[config.mk]
export PLATFORM = sky130hd
export DESIGN_NAME = uwire_host
export DESIGN_NICKNAME = d
export VERILOG_FILES = /design/src/rtl/uwire_host.sv
export SDC_FILE = /design/constraint.sdc
export NUM_CORES = 1
export LEC_CHECK = 0
export BUFFER_PORTS_ARGS = -buffer_cell sky130_fd_sc_hd__buf_2
export CELL_PAD_IN_SITES_DETAIL_PLACEMENT = 1
export CELL_PAD_IN_SITES_GLOBAL_PLACEMENT = 1
export CORE_ASPECT_RATIO = 0.8
export CORE_MARGIN = 5
export CORE_UTILIZATION = 49
export DETAILED_ROUTE_END_ITERATION = 6
export GPL_TIMING_DRIVEN = 1
export PLACE_DENSITY = 0.95
export SLEW_MARGIN = 10
export SYNTH_ARGS = -nofsm -noshare
export SYNTH_HDL_FRONTEND = slang
export SYNTH_SLANG_ARGS = --single-unit
[constraint.sdc]
create_clock -name clk -period 5.29 [get_ports clk]
set_clock_uncertainty 0.05 [all_clocks]
set_input_delay 0 -clock clk [delete_from_list [all_inputs] [get_ports clk]]
set_output_delay 0 -clock clk [all_outputs]
set_load 0.005 [all_outputs]
[src/rtl/uwire_host.sv]
module uwire_host #(
  parameter int HALF_CLKS = 25,
  parameter int GAP_CLKS  = 25,
  parameter int POLL_CLKS = 600000,
  parameter int CNT_W     = 4
) (
  input  logic             clk,
  input  logic             rst_n,
  input  logic             cmd_start,
  input  logic [2:0]       cmd_op,
  input  logic [7:0]       cmd_addr,
  input  logic [15:0]      cmd_wdata,
  input  logic [CNT_W-1:0] cmd_count,
  output logic             cmd_ready,
  output logic             done,
  output logic [15:0]      rdata,
  output logic             rvalid,
  output logic             err_timeout,
  output logic             mw_cs,
  output logic             mw_sk,
  output logic             mw_di,
  input  logic             mw_do
);
  localparam int TMAX = (HALF_CLKS > GAP_CLKS) ? HALF_CLKS : GAP_CLKS;
  localparam int TW   = $clog2(TMAX + 1);
  localparam int PW   = $clog2(POLL_CLKS + 1);
  localparam int RW   = CNT_W + 5;

  typedef enum logic [3:0] {
    S_IDLE, S_CSS, S_HI, S_LO, S_TAIL, S_RLO, S_RHI, S_PGAP, S_PSV, S_POLL, S_GAP
  } st_t;

  st_t           st;
  logic [TW-1:0] tmr;
  logic [26:0]   frame;
  logic [4:0]    nbits;
  logic          prog, rd;
  logic [RW-1:0] rbits;
  logic [15:0]   rsh;
  logic [PW-1:0] pcnt;

  logic [1:0] opc;
  logic [7:0] fa;
  logic       long_f, prog_c, rd_c;

  wire half_end = (tmr == TW'(HALF_CLKS - 1));
  wire gap_end  = (tmr == TW'(GAP_CLKS - 1));
  wire accept   = cmd_start && (st == S_IDLE);
  wire [15:0] rnext = {rsh[14:0], mw_do};

  assign cmd_ready = (st == S_IDLE);

  always_comb begin
    opc = 2'b00; fa = 8'h00; long_f = 1'b0; prog_c = 1'b0; rd_c = 1'b0;
    case (cmd_op)
      3'd0: begin opc = 2'b10; fa = cmd_addr; rd_c = 1'b1; end
      3'd1: begin opc = 2'b01; fa = cmd_addr; long_f = 1'b1; prog_c = 1'b1; end
      3'd2: begin fa = 8'b0100_0000; long_f = 1'b1; prog_c = 1'b1; end
      3'd3: begin opc = 2'b11; fa = cmd_addr; prog_c = 1'b1; end
      3'd4: begin fa = 8'b1000_0000; prog_c = 1'b1; end
      3'd5: fa = 8'b1100_0000;
      default: fa = 8'b0000_0000;
    endcase
  end

  always_ff @(posedge clk or negedge rst_n) begin
    if (!rst_n) begin
      st <= S_IDLE; tmr <= '0; frame <= '0; nbits <= '0;
      prog <= 1'b0; rd <= 1'b0; rbits <= '0; rsh <= '0; pcnt <= '0;
      done <= 1'b0; rvalid <= 1'b0; rdata <= '0; err_timeout <= 1'b0;
      mw_cs <= 1'b0; mw_sk <= 1'b0; mw_di <= 1'b0;
    end else begin
      done   <= 1'b0;
      rvalid <= 1'b0;
      tmr    <= tmr + 1'b1;
      case (st)
        S_IDLE: if (accept) begin
          frame       <= {1'b1, opc, fa, cmd_wdata};
          nbits       <= long_f ? 5'd26 : 5'd10;
          prog        <= prog_c;
          rd          <= rd_c;
          rbits       <= {1'b0, cmd_count, 4'b0000} + RW'(16);
          err_timeout <= 1'b0;
          mw_cs       <= 1'b1;
          mw_di       <= 1'b1;
          tmr         <= '0;
          st          <= S_CSS;
        end
        S_CSS, S_LO: if (half_end) begin
          mw_sk <= 1'b1; tmr <= '0; st <= S_HI;
        end
        S_HI: if (half_end) begin
          mw_sk <= 1'b0; tmr <= '0;
          if (nbits != 5'd0) begin
            mw_di <= frame[25];
            frame <= {frame[25:0], 1'b0};
            nbits <= nbits - 1'b1;
            st    <= S_LO;
          end else begin
            mw_di <= 1'b0;
            st    <= rd ? S_RLO : S_TAIL;
          end
        end
        S_RLO: if (half_end) begin
          rsh   <= rnext;
          rbits <= rbits - 1'b1;
          tmr   <= '0;
          if (rbits[3:0] == 4'd1) begin
            rdata  <= rnext;
            rvalid <= 1'b1;
          end
          if (rbits == RW'(1)) begin
            mw_cs <= 1'b0; st <= S_GAP;
          end else begin
            mw_sk <= 1'b1; st <= S_RHI;
          end
        end
        S_RHI: if (half_end) begin
          mw_sk <= 1'b0; tmr <= '0; st <= S_RLO;
        end
        S_TAIL: if (half_end) begin
          mw_cs <= 1'b0; tmr <= '0;
          st    <= prog ? S_PGAP : S_GAP;
        end
        S_PGAP: if (gap_end) begin
          mw_cs <= 1'b1; tmr <= '0; st <= S_PSV;
        end
        S_PSV: if (half_end) begin
          pcnt <= '0; st <= S_POLL;
        end
        S_POLL: begin
          if (mw_do) begin
            mw_cs <= 1'b0; tmr <= '0; st <= S_GAP;
          end else if (pcnt == PW'(POLL_CLKS - 1)) begin
            err_timeout <= 1'b1; mw_cs <= 1'b0; tmr <= '0; st <= S_GAP;
          end else begin
            pcnt <= pcnt + 1'b1;
          end
        end
        S_GAP: if (gap_end) begin
          done <= 1'b1; st <= S_IDLE;
        end
        default: st <= S_IDLE;
      endcase
    end
  end

  logic          sk_d, cs_d;
  logic [TW-1:0] sk_run, cs_run;
  always_ff @(posedge clk or negedge rst_n) begin
    if (!rst_n) begin
      sk_d <= 1'b0; cs_d <= 1'b0;
      sk_run <= TW'(TMAX); cs_run <= TW'(TMAX);
    end else begin
      sk_d <= mw_sk;
      cs_d <= mw_cs;
      if (mw_sk != sk_d || mw_cs != cs_d) sk_run <= TW'(1);
      else if (sk_run != TW'(TMAX)) sk_run <= sk_run + 1'b1;
      if (mw_cs != cs_d) cs_run <= TW'(1);
      else if (cs_run != TW'(TMAX)) cs_run <= cs_run + 1'b1;
    end
  end


  sk_gated_chk: assert property (@(posedge clk) disable iff (!rst_n) mw_sk |-> mw_cs);

  sk_high_chk: assert property (@(posedge clk) disable iff (!rst_n)
    $fell(mw_sk) |-> sk_run >= TW'(HALF_CLKS));

  sk_low_chk: assert property (@(posedge clk) disable iff (!rst_n)
    $rose(mw_sk) |-> sk_run >= TW'(HALF_CLKS));

  di_rise_chk: assert property (@(posedge clk) disable iff (!rst_n)
    $rose(mw_sk) |-> $stable(mw_di));

  di_high_chk: assert property (@(posedge clk) disable iff (!rst_n)
    (mw_sk && $past(mw_sk)) |-> $stable(mw_di));

  cs_gap_chk: assert property (@(posedge clk) disable iff (!rst_n)
    $rose(mw_cs) |-> cs_run >= TW'(GAP_CLKS));

  done_pulse_chk: assert property (@(posedge clk) disable iff (!rst_n) done |=> !done);

  idle_cs_chk: assert property (@(posedge clk) disable iff (!rst_n) cmd_ready |-> !mw_cs);
endmodule

==> impl_results.html, run 1 <==
<table>
<tr><th>Metric</th><th>Value</th></tr>
<tr><th colspan="2">Floorplan</th></tr>
<tr><td>Core outline area</td><td>~0.011 mm^2</td></tr>
<tr><td>Top-level I/O count</td><td>58</td></tr>
<tr><td>Cell Rows</td><td>34</td></tr>
<tr><td>Die Width</td><td>126 um</td></tr>
<tr><td>DIE AREA</td><td>0.0131 mm^2</td></tr>
<tr><td>Initial core utilization</td><td>49.4%</td></tr>
<tr><td>Die outline height</td><td>103 um</td></tr>
<tr><th colspan="2">Placed design</th></tr>
<tr><td>PortBufs</td><td>between 50 and 60</td></tr>
<tr><td>Area post-placement</td><td>0.00568 mm^2</td></tr>
<tr><td>Routability Congestion</td><td>0.818</td></tr>
<tr><td>HPWL after DPL</td><td>between 9000 and 10000 um</td></tr>
<tr><th colspan="2">Global route</th></tr>
<tr><td>Wire length of the first global-routing pass</td><td>~25000 um</td></tr>
<tr><td>Vias in the first global route</td><td>between 4000 and 5000</td></tr>
<tr><td>Number of antenna violations at the first check in global routing</td><td>0</td></tr>
<tr><td>Grt total ovfl</td><td>0</td></tr>
<tr><td>Largest net degree at the start of global routing</td><td>75</td></tr>
<tr><td>GRT Util Overall</td><td>23.3%</td></tr>
<tr><th colspan="2">Power</th></tr>
<tr><td>Leak Pwr</td><td>around 2.9 nW</td></tr>
<tr><td>Post-route total power</td><td>2.43 mW</td></tr>
<tr><td>PwrDens</td><td>389 mW/mm^2</td></tr>
<tr><td>Peak supply drop</td><td>0.000229 V</td></tr>
<tr><th colspan="2">Logic synthesis</th></tr>
<tr><td>Warning count from the yosys run</td><td>0</td></tr>
<tr><td>Post-synthesis adder-cell area fraction</td><td>1.88%</td></tr>
<tr><td>Mapped Area</td><td>0.00532 mm^2</td></tr>
<tr><td>Cell type contributing the most total cell area after synthesis</td><td>dfrtp_1</td></tr>
<tr><td>Post-synthesis register bit count</td><td>108</td></tr>
<tr><td>Post-synthesis compound-gate area fraction</td><td>13.0%</td></tr>
<tr><td>Avg Cell Area, Syn</td><td>9.64 um^2</td></tr>
<tr><td>Mux cell area share after synthesis</td><td>4.14%</td></tr>
<tr><td>Area share of the largest cell type after synthesis</td><td>roughly half</td></tr>
<tr><td>Sequential fraction of the synthesis area</td><td>50.8%</td></tr>
<tr><td>Fraction of registers with async set or reset after synthesis</td><td>100%</td></tr>
<tr><td>Instance count of the mapped netlist</td><td>552</td></tr>
<tr><td>Nets in the synthesized netlist</td><td>between 500 and 600</td></tr>
<tr><td>Combinational family with the most area after synthesis</td><td>simple AND/OR/NAND/NOR gates</td></tr>
<tr><td>Parity-gate share of the synthesized area counting xor and xnor cells</td><td>3.29%</td></tr>
<tr><td>Simple-gate area share of the yosys netlist</td><td>23.4%</td></tr>
<tr><td>Number of distinct standard cells referenced by the synthesized netlist</td><td>65</td></tr>
<tr><td>Commonest register cell after synthesis</td><td>dfrtp_1</td></tr>
<tr><td>Number of synthesized flops with an enable pin</td><td>0</td></tr>
<tr><td>Top area cells in the synthesized netlist</td><td>dfrtp_1 (51%), nor2_1 (6.1%), nand2_1 (4.8%)</td></tr>
<tr><th colspan="2">STA</th></tr>
<tr><td>Slew @ Worst Pin</td><td>between 900 and 1000 ps</td></tr>
<tr><td>Slew headroom</td><td>around 34%</td></tr>
<tr><td>Final hold slack</td><td>39.1 ps</td></tr>
<tr><td>Unrepaired setup endpoints after global routing</td><td>no</td></tr>
<tr><td>Post-layout minimum cycle time</td><td>between 3000 and 4000 ps</td></tr>
<tr><td>Achievable Freq</td><td>309 MHz</td></tr>
<tr><td>Final Max Tran Viols</td><td>0</td></tr>
<tr><td>Total negative setup slack</td><td>0 ps</td></tr>
<tr><td>Hold Fails Final Rpt</td><td>0</td></tr>
<tr><td>Final period utilization</td><td>61.1%</td></tr>
<tr><td>Final setup violation count</td><td>0</td></tr>
<tr><th colspan="2">CTS</th></tr>
<tr><td>CTS-repair resized insts</td><td>0</td></tr>
<tr><td>Clock latency at the later pin of the worst-skew pair</td><td>about 360 ps</td></tr>
<tr><td>Root Driver</td><td>clkbuf_16</td></tr>
<tr><td>Clock Tree Buf Depth</td><td>2</td></tr>
<tr><td>TritonCTS Buffers</td><td>9</td></tr>
<tr><td>TritonCTS clock tree</td><td>built</td></tr>
<tr><td>Number of H-tree branching levels</td><td>3</td></tr>
<tr><td>Hold buffer count at cts</td><td>27</td></tr>
<tr><td>Num Clock Sinks</td><td>108</td></tr>
<tr><td>Buffer count from post-CTS setup fixing</td><td>0</td></tr>
<tr><td>Clk pin slew, worst setup/hold paths</td><td>80 ps</td></tr>
<tr><th colspan="2">Layout</th></tr>
<tr><td>Antenna Cells</td><td>0</td></tr>
<tr><td>Growth of design area from synthesis to finish</td><td>17.4%</td></tr>
<tr><td># nets final</td><td>668</td></tr>
<tr><td>Fraction of layout instances using a drive strength above 1</td><td>17.3%</td></tr>
<tr><td>Post-route cell area</td><td>0.00624 mm^2</td></tr>
<tr><td>Post-layout utilization of the core</td><td>58.0%</td></tr>
<tr><th colspan="2">Critical path</th></tr>
<tr><td>Critical path peak fanout</td><td>18</td></tr>
<tr><td>Reg2Reg Depth</td><td>4</td></tr>
<tr><td>Critical Path Sink Type</td><td>flop</td></tr>
<tr><td>Crit path launch type</td><td>flop</td></tr>
<tr><td>Arrival time at the worst endpoint</td><td>3420 ps</td></tr>
<tr><td>CP Data Required Time</td><td>roughly 5500 ps</td></tr>
<tr><td>Critical path class</td><td>flop to flop</td></tr>
<tr><th colspan="2">Worst hold path</th></tr>
<tr><td>Worst hold path class</td><td>primary input to flop</td></tr>
<tr><td>Instance count along the most critical hold path</td><td>4</td></tr>
<tr><th colspan="2">Route</th></tr>
<tr><td>Remaining number of nets flagged by the antenna check after routing</td><td>0</td></tr>
<tr><td>Drt total wl</td><td>14600 um</td></tr>
<tr><td>Drt drc</td><td>0</td></tr>
<tr><td>Initial drt markers</td><td>243</td></tr>
<tr><td>Number of vias in the routed layout</td><td>4464</td></tr>
<tr><td>Post-detailed-route via-to-cell ratio</td><td>around 5.8</td></tr>
<tr><td>First-pass iteration count of the detailed router</td><td>4</td></tr>
<tr><td>Final routed wire length divided by cell count</td><td>18.8 um</td></tr>
<tr><th colspan="2">Run</th></tr>
<tr><td>Number of max-cap violations</td><td>0</td></tr>
<tr><th colspan="2">Status</th></tr>
<tr><td>Run status</td><td>complete, no violations</td></tr>
</table>
Yosys cell counts (3+ instances only):
master       n
o22ai_1     18
o41ai_1      3
buf_2        8
nor2_1      87
nand2b_1     7
mux2i_1      4
dfrtp_1    108
a22o_1       5
or2_2        4
nor2b_1      4
ha_1         8
xnor2_1     14
nor4_1       3
nor4b_1      4
nand4_1      6
a21oi_1     31
xor2_1       6
clkbuf_1    12
or3_1        7
nand2_1     68
and2_1       3
o21ai_0     25
nor3b_1      3
nor3_1      18
nand3_1     14
mux2_2      15
o2bb2ai_1    4
inv_1       17
worst paths after layout:
kind	from	to	slack (ps)
max	st[0]$_DFFE_PN0P_	rdata[11]$_DFFE_PN0P_	2060
min	cmd_count[2]	rbits[6]$_DFFE_PN0P_	40
max reg2reg	st[0]$_DFFE_PN0P_	rdata[11]$_DFFE_PN0P_	2060
min reg2reg	rsh[14]$_DFFE_PN0P_	rsh[14]$_DFFE_PN0P_	440
max in group asynchronous	rst_n	frame[12]$_DFFE_PN0P_	3800
min in group asynchronous	rst_n	pcnt[12]$_DFFE_PN0P_	80
cells by family (layout without fill, tap and decap cells):
family | count (synthesis) | count (layout)
AND/OR/NAND/NOR | 250 | 250
XOR/XNOR | 20 | 20
multiplexers | 20 | 20
buffers and inverters | 41 | 119
AO/OA/AOI/OAI | 105 | 105
flip-flops | 108 | 108
adder cells (fa/ha/maj) | 8 | 8
cell type report:
cell class	instances	area (um^2)
inverters	17	63.8
clock inverters	7	67.6
flip-flops and latches	108	2700
repair buffers	86	573
fillers	1218	4520
clock buffers	9	225
multi-input cells	403	2430
well taps	144	180
sequential cells by signal (all words and copies together) (netlist names), 4 cells and up:
signal / count
nbits: 5
frame: 26
rsh: 15
tmr: 5
rdata: 16
rbits: 9
st: 4
pcnt: 20
cell usage in the layout (no fill, tap or decap), types with 3 or more instances in the layout:
cell type	instances
nor2b_1	4
or3_1	7
mux2i_1	4
nand2_1	68
buf_2	56
nand3_1	14
xnor2_1	14
o2bb2ai_1	4
clkbuf_16	9
nor2_1	87
ha_1	8
and2_1	3
dlygate4sd3_1	27
o22ai_1	18
nor4_1	3
nor4b_1	4
a21oi_1	31
o21ai_0	25
a22o_1	5
nand2b_1	7
nor3_1	18
inv_8	3
mux2_2	15
nor3b_1	3
xor2_1	6
inv_1	17
nand4_1	6
dfrtp_1	108
buf_4	3
o41ai_1	3
or2_2	4
metrics by stage:
| step | setup slack [ps] | std cells |
|---|---|---|
| 5_1_grt | 1780 | 774 |
| 3_3_place_gp | 2350 | 731 |
| 6_report | 2060 | 774 |
| 3_5_place_dp | 2080 | 731 |
| 2_1_floorplan | 3290 | 552 |
| 4_1_cts | 2030 | 774 |
power breakdown:
part	internal (mW)	leakage [nW]	switching [mW]
registers	1.00	1.38	0.177
clock network	0.333	0.142	0.344
logic	0.246	1.36	0.327
critical path, stage by stage (launching register included):
cell,delay (ps)
dfrtp_1,760
nand4bb_1,560
nor2_2,760
nand3_2,540
mux2_2,440
per-layer routing:
layer / routed length (um) / global-route usage, % / vias up
met1: 6200 / 28.3 / 2259
li1: - / - / 2073
met4: 257 / 7.50 / 0
met2: 7480 / 42.4 / 105
met3: 639 / 4.62 / 27
met5: 0 / 0 / -
Note: power is estimated with default switching activity, not from simulation.
==> run 2: changes to the inputs <==
Settings changed: CORE_UTILIZATION 49 to 41, PLACE_DENSITY 0.95 to 0.87.
Clock period 5.29 ns to 2.9 ns, I/O delays scaled along.
==> run 2 against run 1 <==
  * Routed wire length down 3.0%
  * Setup slack got worse by 1600 ps
  * Sequential power rose by 81%
  * Sequential share of layout area decreased by 0.73 points
  * Clock power grew 86%
  * Clock-buffer cell count unchanged
  * Total power increased by 82%
  * Utilization down 8.3 points
  * Critical path depth up 1
  * Register-to-register slack got worse by 1600 ps
  * First-iteration DRC count down 8.2%
  * Critical path type unchanged
==> impl_results.html, run 2 (synthesized netlist as in run 1, its figures left out) <==
<table>
<tr><th>Metric</th><th>Value</th></tr>
<tr><th colspan="2">CTS</th></tr>
<tr><td>Num Clock Sinks</td><td>108 (unchanged)</td></tr>
<tr><td>Hold buffer count at cts</td><td>26 (was 27)</td></tr>
<tr><td>Root Driver</td><td>clkbuf_16 (unchanged)</td></tr>
<tr><td>TritonCTS Buffers</td><td>9 (unchanged)</td></tr>
<tr><td>Clock latency at the later pin of the worst-skew pair</td><td>350 ps (was 360 ps)</td></tr>
<tr><td>CTS-repair resized insts</td><td>0 (unchanged)</td></tr>
<tr><td>Number of H-tree branching levels</td><td>3 (unchanged)</td></tr>
<tr><td>Clock Tree Buf Depth</td><td>2 (unchanged)</td></tr>
<tr><td>Clk pin slew, worst setup/hold paths</td><td>70 ps (was 80 ps)</td></tr>
<tr><td>Buffer count from post-CTS setup fixing</td><td>0 (unchanged)</td></tr>
<tr><td>TritonCTS clock tree</td><td>built (unchanged)</td></tr>
<tr><th colspan="2">STA</th></tr>
<tr><td>Final setup violation count</td><td>0 (unchanged)</td></tr>
<tr><td>Unrepaired setup endpoints after global routing</td><td>no (unchanged)</td></tr>
<tr><td>Final Max Tran Viols</td><td>0 (unchanged)</td></tr>
<tr><td>Hold Fails Final Rpt</td><td>0 (unchanged)</td></tr>
<tr><td>Slew headroom</td><td>44.0% (was 33.8%)</td></tr>
<tr><td>Achievable Freq</td><td>404 MHz (was 309 MHz)</td></tr>
<tr><td>Final period utilization</td><td>85.3% (was 61.1%)</td></tr>
<tr><td>Post-layout minimum cycle time</td><td>2470 ps (was 3230 ps)</td></tr>
<tr><td>Slew @ Worst Pin</td><td>837 ps (was 990 ps)</td></tr>
<tr><td>Total negative setup slack</td><td>0 ps (unchanged)</td></tr>
<tr><th colspan="2">Global route</th></tr>
<tr><td>Largest net degree at the start of global routing</td><td>62 (was 75)</td></tr>
<tr><td>Wire length of the first global-routing pass</td><td>24100 um (was 24500 um)</td></tr>
<tr><td>GRT Util Overall</td><td>19.3% (was 23.3%)</td></tr>
<tr><td>Number of antenna violations at the first check in global routing</td><td>0 (unchanged)</td></tr>
<tr><td>Grt total ovfl</td><td>0 (unchanged)</td></tr>
<tr><td>Vias in the first global route</td><td>4745 (was 4923)</td></tr>
<tr><th colspan="2">Power</th></tr>
<tr><td>Post-route total power</td><td>4.43 mW (was 2.43 mW)</td></tr>
<tr><td>Cell internal power dissipation</td><td>2.97 mW (was 1.58 mW)</td></tr>
<tr><td>PwrDens</td><td>698 mW/mm^2 (was 389 mW/mm^2)</td></tr>
<tr><td>Part of the total power dissipated in the clock network</td><td>28.4% (was 27.9%)</td></tr>
<tr><td>Combinational share of power</td><td>23.4% (was 23.6%)</td></tr>
<tr><td>Leak Pwr</td><td>2.92 nW (was 2.87 nW)</td></tr>
<tr><td>Peak supply drop</td><td>0.000317 V (was 0.000229 V)</td></tr>
<tr><td>Switching component of the power</td><td>1.47 mW (was 0.849 mW)</td></tr>
<tr><td>Seq pwr share</td><td>48.2% (was 48.5%)</td></tr>
<tr><td>Sw Share</td><td>33.1% (was 34.9%)</td></tr>
<tr><th colspan="2">Layout</th></tr>
<tr><td>Most common cell after layout, fill and taps aside</td><td>dfrtp_1 (unchanged)</td></tr>
<tr><td>Growth of design area from synthesis to finish</td><td>19.4% (was 17.4%)</td></tr>
<tr><td>Registers with the highest flip-flop counts</td><td>frame x26, pcnt x20, rdata x16 (unchanged)</td></tr>
<tr><td># nets final</td><td>675 (was 668)</td></tr>
<tr><td>Top library cells by usage in the layout, fill and taps aside</td><td>dfrtp_1 (108), nor2_1 (87), nand2_1 (68) (unchanged)</td></tr>
<tr><td>Antenna Cells</td><td>0 (unchanged)</td></tr>
<tr><td>Fraction of layout instances using a drive strength above 1</td><td>18.4% (was 17.3%)</td></tr>
<tr><td>Number of flip-flops in the largest register</td><td>26 (unchanged)</td></tr>
<tr><td>Top reg by flops</td><td>frame (unchanged)</td></tr>
<tr><th colspan="2">Floorplan</th></tr>
<tr><td>Die outline height</td><td>112 um (was 103 um)</td></tr>
<tr><td>DIE AREA</td><td>0.0154 mm^2 (was 0.0131 mm^2)</td></tr>
<tr><td>Core outline area</td><td>0.0128 mm^2 (was 0.0108 mm^2)</td></tr>
<tr><td>Initial core utilization</td><td>41.6% (was 49.4%)</td></tr>
<tr><td>Top-level I/O count</td><td>58 (unchanged)</td></tr>
<tr><td>Cell Rows</td><td>37 (was 34)</td></tr>
<tr><td>Die Width</td><td>137 um (was 126 um)</td></tr>
<tr><th colspan="2">Critical path</th></tr>
<tr><td>CP Data Required Time</td><td>3140 ps (was 5480 ps)</td></tr>
<tr><td>Crit path launch type</td><td>flop (unchanged)</td></tr>
<tr><td>Cell-by-cell trace of the critical path</td><td>nor4_4, nand2_1, buf_4, o41ai_1, dlygate4sd3_1 (was nand4bb_1, nor2_2, nand3_2, mux2_2)</td></tr>
<tr><td>Critical path peak fanout</td><td>27 (was 18)</td></tr>
<tr><td>Critical path's slowest cell</td><td>dfrtp_1 (unchanged)</td></tr>
<tr><td>Cell class contributing the biggest share of worst-path delay</td><td>buffers and inverters (was simple AND/OR/NAND/NOR gates)</td></tr>
<tr><td>Stage delay of the slowest cell on the critical path</td><td>600 ps (was 760 ps)</td></tr>
<tr><td>Critical path class</td><td>flop to flop (unchanged)</td></tr>
<tr><td>Count of buffer and inverter cells on the critical path</td><td>2 (was 0)</td></tr>
<tr><td>Arrival time at the worst endpoint</td><td>2710 ps (was 3420 ps)</td></tr>
<tr><td>Critical Path Sink Type</td><td>flop (unchanged)</td></tr>
<tr><th colspan="2">Route</th></tr>
<tr><td>Initial drt markers</td><td>223 (was 243)</td></tr>
<tr><td>Number of vias in the routed layout</td><td>4413 (was 4464)</td></tr>
<tr><td>Drt total wl</td><td>14100 um (was 14600 um)</td></tr>
<tr><td>Drt drc</td><td>0 (unchanged)</td></tr>
<tr><td>Post-detailed-route via-to-cell ratio</td><td>5.43 (was 5.77)</td></tr>
<tr><td>First-pass iteration count of the detailed router</td><td>4 (unchanged)</td></tr>
<tr><td>Final routed wire length divided by cell count</td><td>17.4 um (was 18.8 um)</td></tr>
<tr><td>Remaining number of nets flagged by the antenna check after routing</td><td>0 (unchanged)</td></tr>
<tr><th colspan="2">Placed design</th></tr>
<tr><td>Routability Congestion</td><td>0.861 (was 0.818)</td></tr>
<tr><td>PortBufs</td><td>57 (unchanged)</td></tr>
<tr><td>HPWL after DPL</td><td>9670 um (was 9430 um)</td></tr>
<tr><th colspan="2">Worst hold path</th></tr>
<tr><td>Worst hold path class</td><td>primary input to flop (unchanged)</td></tr>
<tr><th colspan="2">Run</th></tr>
<tr><td>Number of max-cap violations</td><td>0 (unchanged)</td></tr>
<tr><th colspan="2">Status</th></tr>
<tr><td>Run status</td><td>complete, no violations (unchanged)</td></tr>
</table>
[run 2: area by class of cell]
class / instances / area [um^2]
timing repair buffer: 93 / 636
clock buffer: 9 / 225
multi-input combinational: 403 / 2430
clock inverter: 7 / 73.8
sequential: 108 / 2700
fill: 1489 / 6430
tap: 175 / 219
inverter: 17 / 63.8
[run 2: per-layer routing]
layer | part of all wire (%) | track usage [%] | wire length, um | vias up
li1 | - | - | - | 2077
met1 | 44 | 25.2 | 6270 | 2215
met2 | 51 | 32.7 | 7170 | 101
met3 | 3.4 | 3.93 | 487 | 20
met4 | 1.5 | 5.32 | 219 | 0
met5 | 0 | 0 | 0 | -
[run 2: worst reg2reg max path, stage by stage (launching register included)]
cell and delay (ps):
dfrtp_1 600, nor4_4 510, nand2_1 170, buf_4 260
o41ai_1 250, dlygate4sd3_1 580
[run 2: through the flow]
| step | util (%) | std cells | worst slack (ps) | cell area, um^2 | hold slack [ps] |
|---|---|---|---|---|---|
| final | 49.7 | 812 | 427 | 6350 | 32.9 |
| after global routing | 49.7 | 812 | 135 | 6350 | 15.2 |
| after CTS | 49.7 | 812 | 430 | 6350 | 9.94 |
| after detailed placement | 45.3 | 770 | 461 | 5790 | 16.0 |
| after global placement | 45.3 | 770 | 605 | 5790 | 0.597 |
| after floorplan | - | 552 | 902 | 5320 | -346 |
[run 2: power by group through the flow]
stage | sequential [mW] | combinational, mW | clock (mW)
after floorplan | 2.01 | 0.776 | 0
after global placement | 2.13 | 0.912 | 0
after detailed placement | 2.15 | 0.996 | 0
after CTS | 2.13 | 1.05 | 1.29
after global routing | 2.19 | 1.17 | 1.35
final | 2.14 | 1.04 | 1.26
[run 2: path summary, 6_finish.rpt]
kind / from / end / slack (ps) / depth (start not counted)
worst max-delay path: st[3]$_DFFE_PN0P_ / rd$_DFFE_PN0P_ / 430 / 5
worst min-delay path: cmd_op[2] / prog$_DFFE_PN0P_ / 30 / 3
worst max register to register: st[3]$_DFFE_PN0P_ / rd$_DFFE_PN0P_ / 430 / 5
worst min register to register: rdata[0]$_DFFE_PN0P_ / rdata[0]$_DFFE_PN0P_ / 430 / 2
max in group asynchronous: rst_n / frame[18]$_DFFE_PN0P_ / 1870 / 3
min in group asynchronous: rst_n / pcnt[9]$_DFFE_PN0P_ / 160 / 2
==> run 3: changes to the inputs <==
Settings changed: CORE_UTILIZATION 41 to 45, PLACE_DENSITY 0.87 to 0.9.
Clock period 2.9 ns to 2.81 ns, I/O delays scaled along.
==> run 3 against run 2 <==
  * Combinational power hardly changed
  * Critical path depth stayed put
  * Flip-flop and latch count stayed put
  * Sequential power is 3% higher
  * Non-clock buffer count is 2 higher
  * Die area is 8.2% lower
  * Via count is 0.16% higher
  * Global-route usage is 1.0 points higher
  * Hold slack worse by 1.5 ps
  * Final cell count is 3.1% lower
  * Critical path type unchanged
  * Critical endpoint unchanged
==> impl_results.html, run 3 (synthesized netlist as in run 1, its figures left out) <==
<table>
<tr><th>Metric</th><th>Value</th></tr>
<tr><th colspan="2">CTS</th></tr>
<tr><td>CTS-repair resized insts</td><td>0 (unchanged)</td></tr>
<tr><td>Clock Tree Buf Depth</td><td>2 (unchanged)</td></tr>
<tr><td>Num Clock Sinks</td><td>108 (unchanged)</td></tr>
<tr><td>Number of H-tree branching levels</td><td>3 (unchanged)</td></tr>
<tr><td>Root Driver</td><td>clkbuf_16 (unchanged)</td></tr>
<tr><td>Clock latency at the later pin of the worst-skew pair</td><td>350 ps (about the same)</td></tr>
<tr><td>TritonCTS Buffers</td><td>9 (unchanged)</td></tr>
<tr><td>TritonCTS clock tree</td><td>built (unchanged)</td></tr>
<tr><td>Clk pin slew, worst setup/hold paths</td><td>80 ps (was 70 ps)</td></tr>
<tr><td>Buffer count from post-CTS setup fixing</td><td>0 (unchanged)</td></tr>
<tr><th colspan="2">Global route</th></tr>
<tr><td>Number of antenna violations at the first check in global routing</td><td>0 (unchanged)</td></tr>
<tr><td>Grt total ovfl</td><td>0 (unchanged)</td></tr>
<tr><td>Wire length of the first global-routing pass</td><td>23800 um (was 24100 um)</td></tr>
<tr><td>GRT Util Overall</td><td>20.4% (was 19.3%)</td></tr>
<tr><td>Vias in the first global route</td><td>4772 (was 4745)</td></tr>
<tr><td>Largest net degree at the start of global routing</td><td>60 (was 62)</td></tr>
<tr><th colspan="2">Critical path</th></tr>
<tr><td>Critical path peak fanout</td><td>27 (unchanged)</td></tr>
<tr><td>CP Data Required Time</td><td>3040 ps (was 3140 ps)</td></tr>
<tr><td>Reg2Reg Depth</td><td>5 (unchanged)</td></tr>
<tr><td>Arrival time at the worst endpoint</td><td>2690 ps (was 2710 ps)</td></tr>
<tr><td>Crit path launch type</td><td>flop (unchanged)</td></tr>
<tr><td>Critical path class</td><td>flop to flop (unchanged)</td></tr>
<tr><td>Worst reg2reg startpoint</td><td>st[1]$_DFFE_PN0P_ (was st[3]$_DFFE_PN0P_)</td></tr>
<tr><td>Start point of the critical path</td><td>st[1]$_DFFE_PN0P_ (was st[3]$_DFFE_PN0P_)</td></tr>
<tr><td>Critical Path Sink Type</td><td>flop (unchanged)</td></tr>
<tr><th colspan="2">Worst hold path</th></tr>
<tr><td>Worst hold path class</td><td>primary input to flop (unchanged)</td></tr>
<tr><td>Beginning of the worst hold path</td><td>cmd_count[2] (was cmd_op[2])</td></tr>
<tr><td>Instance count along the most critical hold path</td><td>4 (was 3)</td></tr>
<tr><th colspan="2">Route</th></tr>
<tr><td>Drt drc</td><td>0 (unchanged)</td></tr>
<tr><td>Final routed wire length divided by cell count</td><td>17.6 um (was 17.4 um)</td></tr>
<tr><td>Number of vias in the routed layout</td><td>4420 (was 4413)</td></tr>
<tr><td>Post-detailed-route via-to-cell ratio</td><td>5.62 (was 5.43)</td></tr>
<tr><td>Initial drt markers</td><td>236 (was 223)</td></tr>
<tr><td>Drt total wl</td><td>13800 um (was 14100 um)</td></tr>
<tr><td>Remaining number of nets flagged by the antenna check after routing</td><td>0 (unchanged)</td></tr>
<tr><td>First-pass iteration count of the detailed router</td><td>4 (unchanged)</td></tr>
<tr><th colspan="2">STA</th></tr>
<tr><td>Final Max Tran Viols</td><td>0 (unchanged)</td></tr>
<tr><td>Final period utilization</td><td>87.3% (was 85.3%)</td></tr>
<tr><td>Final setup violation count</td><td>0 (unchanged)</td></tr>
<tr><td>Slew @ Worst Pin</td><td>702 ps (was 837 ps)</td></tr>
<tr><td>Hold Fails Final Rpt</td><td>0 (unchanged)</td></tr>
<tr><td>Post-layout minimum cycle time</td><td>2450 ps (was 2470 ps)</td></tr>
<tr><td>Unrepaired setup endpoints after global routing</td><td>no (unchanged)</td></tr>
<tr><td>Slew headroom</td><td>53.0% (was 44.0%)</td></tr>
<tr><td>Achievable Freq</td><td>407 MHz (was 404 MHz)</td></tr>
<tr><td>Total negative setup slack</td><td>0 ps (unchanged)</td></tr>
<tr><th colspan="2">Power</th></tr>
<tr><td>Combinational share of power</td><td>23.4% (about the same)</td></tr>
<tr><td>Sw Share</td><td>34.3% (was 33.1%)</td></tr>
<tr><td>PwrDens</td><td>721 mW/mm^2 (was 698 mW/mm^2)</td></tr>
<tr><td>Peak supply drop</td><td>0.000352 V (was 0.000317 V)</td></tr>
<tr><td>Leak Pwr</td><td>2.92 nW (about the same)</td></tr>
<tr><td>Cell internal power dissipation</td><td>3.00 mW (was 2.97 mW)</td></tr>
<tr><td>Part of the total power dissipated in the clock network</td><td>28.2% (was 28.4%)</td></tr>
<tr><td>Switching component of the power</td><td>1.57 mW (was 1.47 mW)</td></tr>
<tr><td>Seq pwr share</td><td>48.4% (was 48.2%)</td></tr>
<tr><th colspan="2">Layout</th></tr>
<tr><td>Top library cells by usage in the layout, fill and taps aside</td><td>dfrtp_1 (108), nor2_1 (87), nand2_1 (68) (unchanged)</td></tr>
<tr><td>Registers with the highest flip-flop counts</td><td>frame x26, pcnt x20, rdata x16 (unchanged)</td></tr>
<tr><td>Antenna Cells</td><td>0 (unchanged)</td></tr>
<tr><td>Fraction of layout instances using a drive strength above 1</td><td>18.5% (was 18.4%)</td></tr>
<tr><td>Top reg by flops</td><td>frame (unchanged)</td></tr>
<tr><td>Number of flip-flops in the largest register</td><td>26 (unchanged)</td></tr>
<tr><td>Growth of design area from synthesis to finish</td><td>19.2% (was 19.4%)</td></tr>
<tr><td># nets final</td><td>677 (was 675)</td></tr>
<tr><td>Final non-filler cell total</td><td>787 (was 812)</td></tr>
<tr><td>Most common cell after layout, fill and taps aside</td><td>dfrtp_1 (unchanged)</td></tr>
<tr><th colspan="2">Floorplan</th></tr>
<tr><td>DIE AREA</td><td>0.0141 mm^2 (was 0.0154 mm^2)</td></tr>
<tr><td>Cell Rows</td><td>35 (was 37)</td></tr>
<tr><td>Initial core utilization</td><td>46.0% (was 41.6%)</td></tr>
<tr><td>Die outline height</td><td>107 um (was 112 um)</td></tr>
<tr><td>Top-level I/O count</td><td>58 (unchanged)</td></tr>
<tr><td>Die Width</td><td>132 um (was 137 um)</td></tr>
<tr><td>Core outline area</td><td>0.0116 mm^2 (was 0.0128 mm^2)</td></tr>
<tr><th colspan="2">Status</th></tr>
<tr><td>Run status</td><td>complete, no violations (unchanged)</td></tr>
<tr><th colspan="2">Placed design</th></tr>
<tr><td>Cell Count Post-Placement</td><td>744 (was 770)</td></tr>
<tr><td>HPWL after DPL</td><td>9670 um (about the same)</td></tr>
<tr><td>Routability Congestion</td><td>0.842 (was 0.861)</td></tr>
<tr><td>PortBufs</td><td>57 (unchanged)</td></tr>
<tr><th colspan="2">Run</th></tr>
<tr><td>Number of max-cap violations</td><td>0 (unchanged)</td></tr>
</table>
==> run 3: cell types whose count changed in the layout (fill, tap and decap cells not counted), sizes merged <==
cell         before  now
bufinv            1    0
inv              19   20
buf              67   68
dlygate4sd3      26   27
==> run 3: layout make-up <==
cell class                 instances  area (um^2)
inverter                          17         63.8
clock buffer                       9          225
sequential                       108         2700
multi-input combinational        403         2430
timing repair buffer              95          653
fill                            1310         5220
clock inverter                     7         80.1
tap                              148          185
==> run 3: metrics by stage <==
step | area, um^2 | hold slack (ps) | power, mW | setup WS (ps) | util [%]
final | 6340 | 31.3 | 4.57 | 356 | 54.8
after global routing | 6340 | 76.2 | 4.84 | 205 | 54.8
after CTS | 6340 | 21.1 | 4.60 | 445 | 54.8
after detailed placement | 5760 | 44.3 | 3.24 | 503 | 49.9
after global placement | 5760 | 32.3 | 3.13 | 593 | 49.9
after floorplan | 5320 | -346 | 2.88 | 812 | -
==> run 3: power groups by stage <==
stage	logic, mW	registers, mW	clock network [mW]
after floorplan	0.800	2.08	0
after global placement	0.937	2.20	0
after detailed placement	1.02	2.22	0
after CTS	1.07	2.21	1.32
after global routing	1.20	2.26	1.38
final	1.07	2.21	1.29
==> run 3: worst max-delay path: stages, from the launching register on <==
cell,delay [ps]
dfrtp_1,630
nor4_4,430
nand2_1,120
buf_4,240
o41ai_1,290
dlygate4sd3_1,610
==> run 3: final timing paths <==
check	end	slack [ps]
min in group asynchronous	pcnt[14]$_DFFE_PN0P_	180
setup reg to reg	rd$_DFFE_PN0P_	360
hold / removal	rbits[6]$_DFFE_PN0P_	30
max in group asynchronous	nbits[4]$_DFFE_PN0P_	1780
setup / recovery	rd$_DFFE_PN0P_	360
hold reg to reg	tmr[0]$_DFF_PN0_	450
==> run 3: timing repair <==
item / CTS / global route
endpoints found under the hold margin: 75 / 0
hold buffers: 27 / 0
endpoints found under the setup margin: 0 / 0
==> run 3: routing by layer <==
| layer | track usage, % | wire (um) | up-vias |
|---|---|---|---|
| met4 | 4.55 | 147 | 0 |
| met2 | 35.6 | 6930 | 84 |
| met5 | 0 | 0 | - |
| met3 | 4.36 | 513 | 18 |
| li1 | - | - | 2078 |
| met1 | 26.1 | 6250 | 2240 |
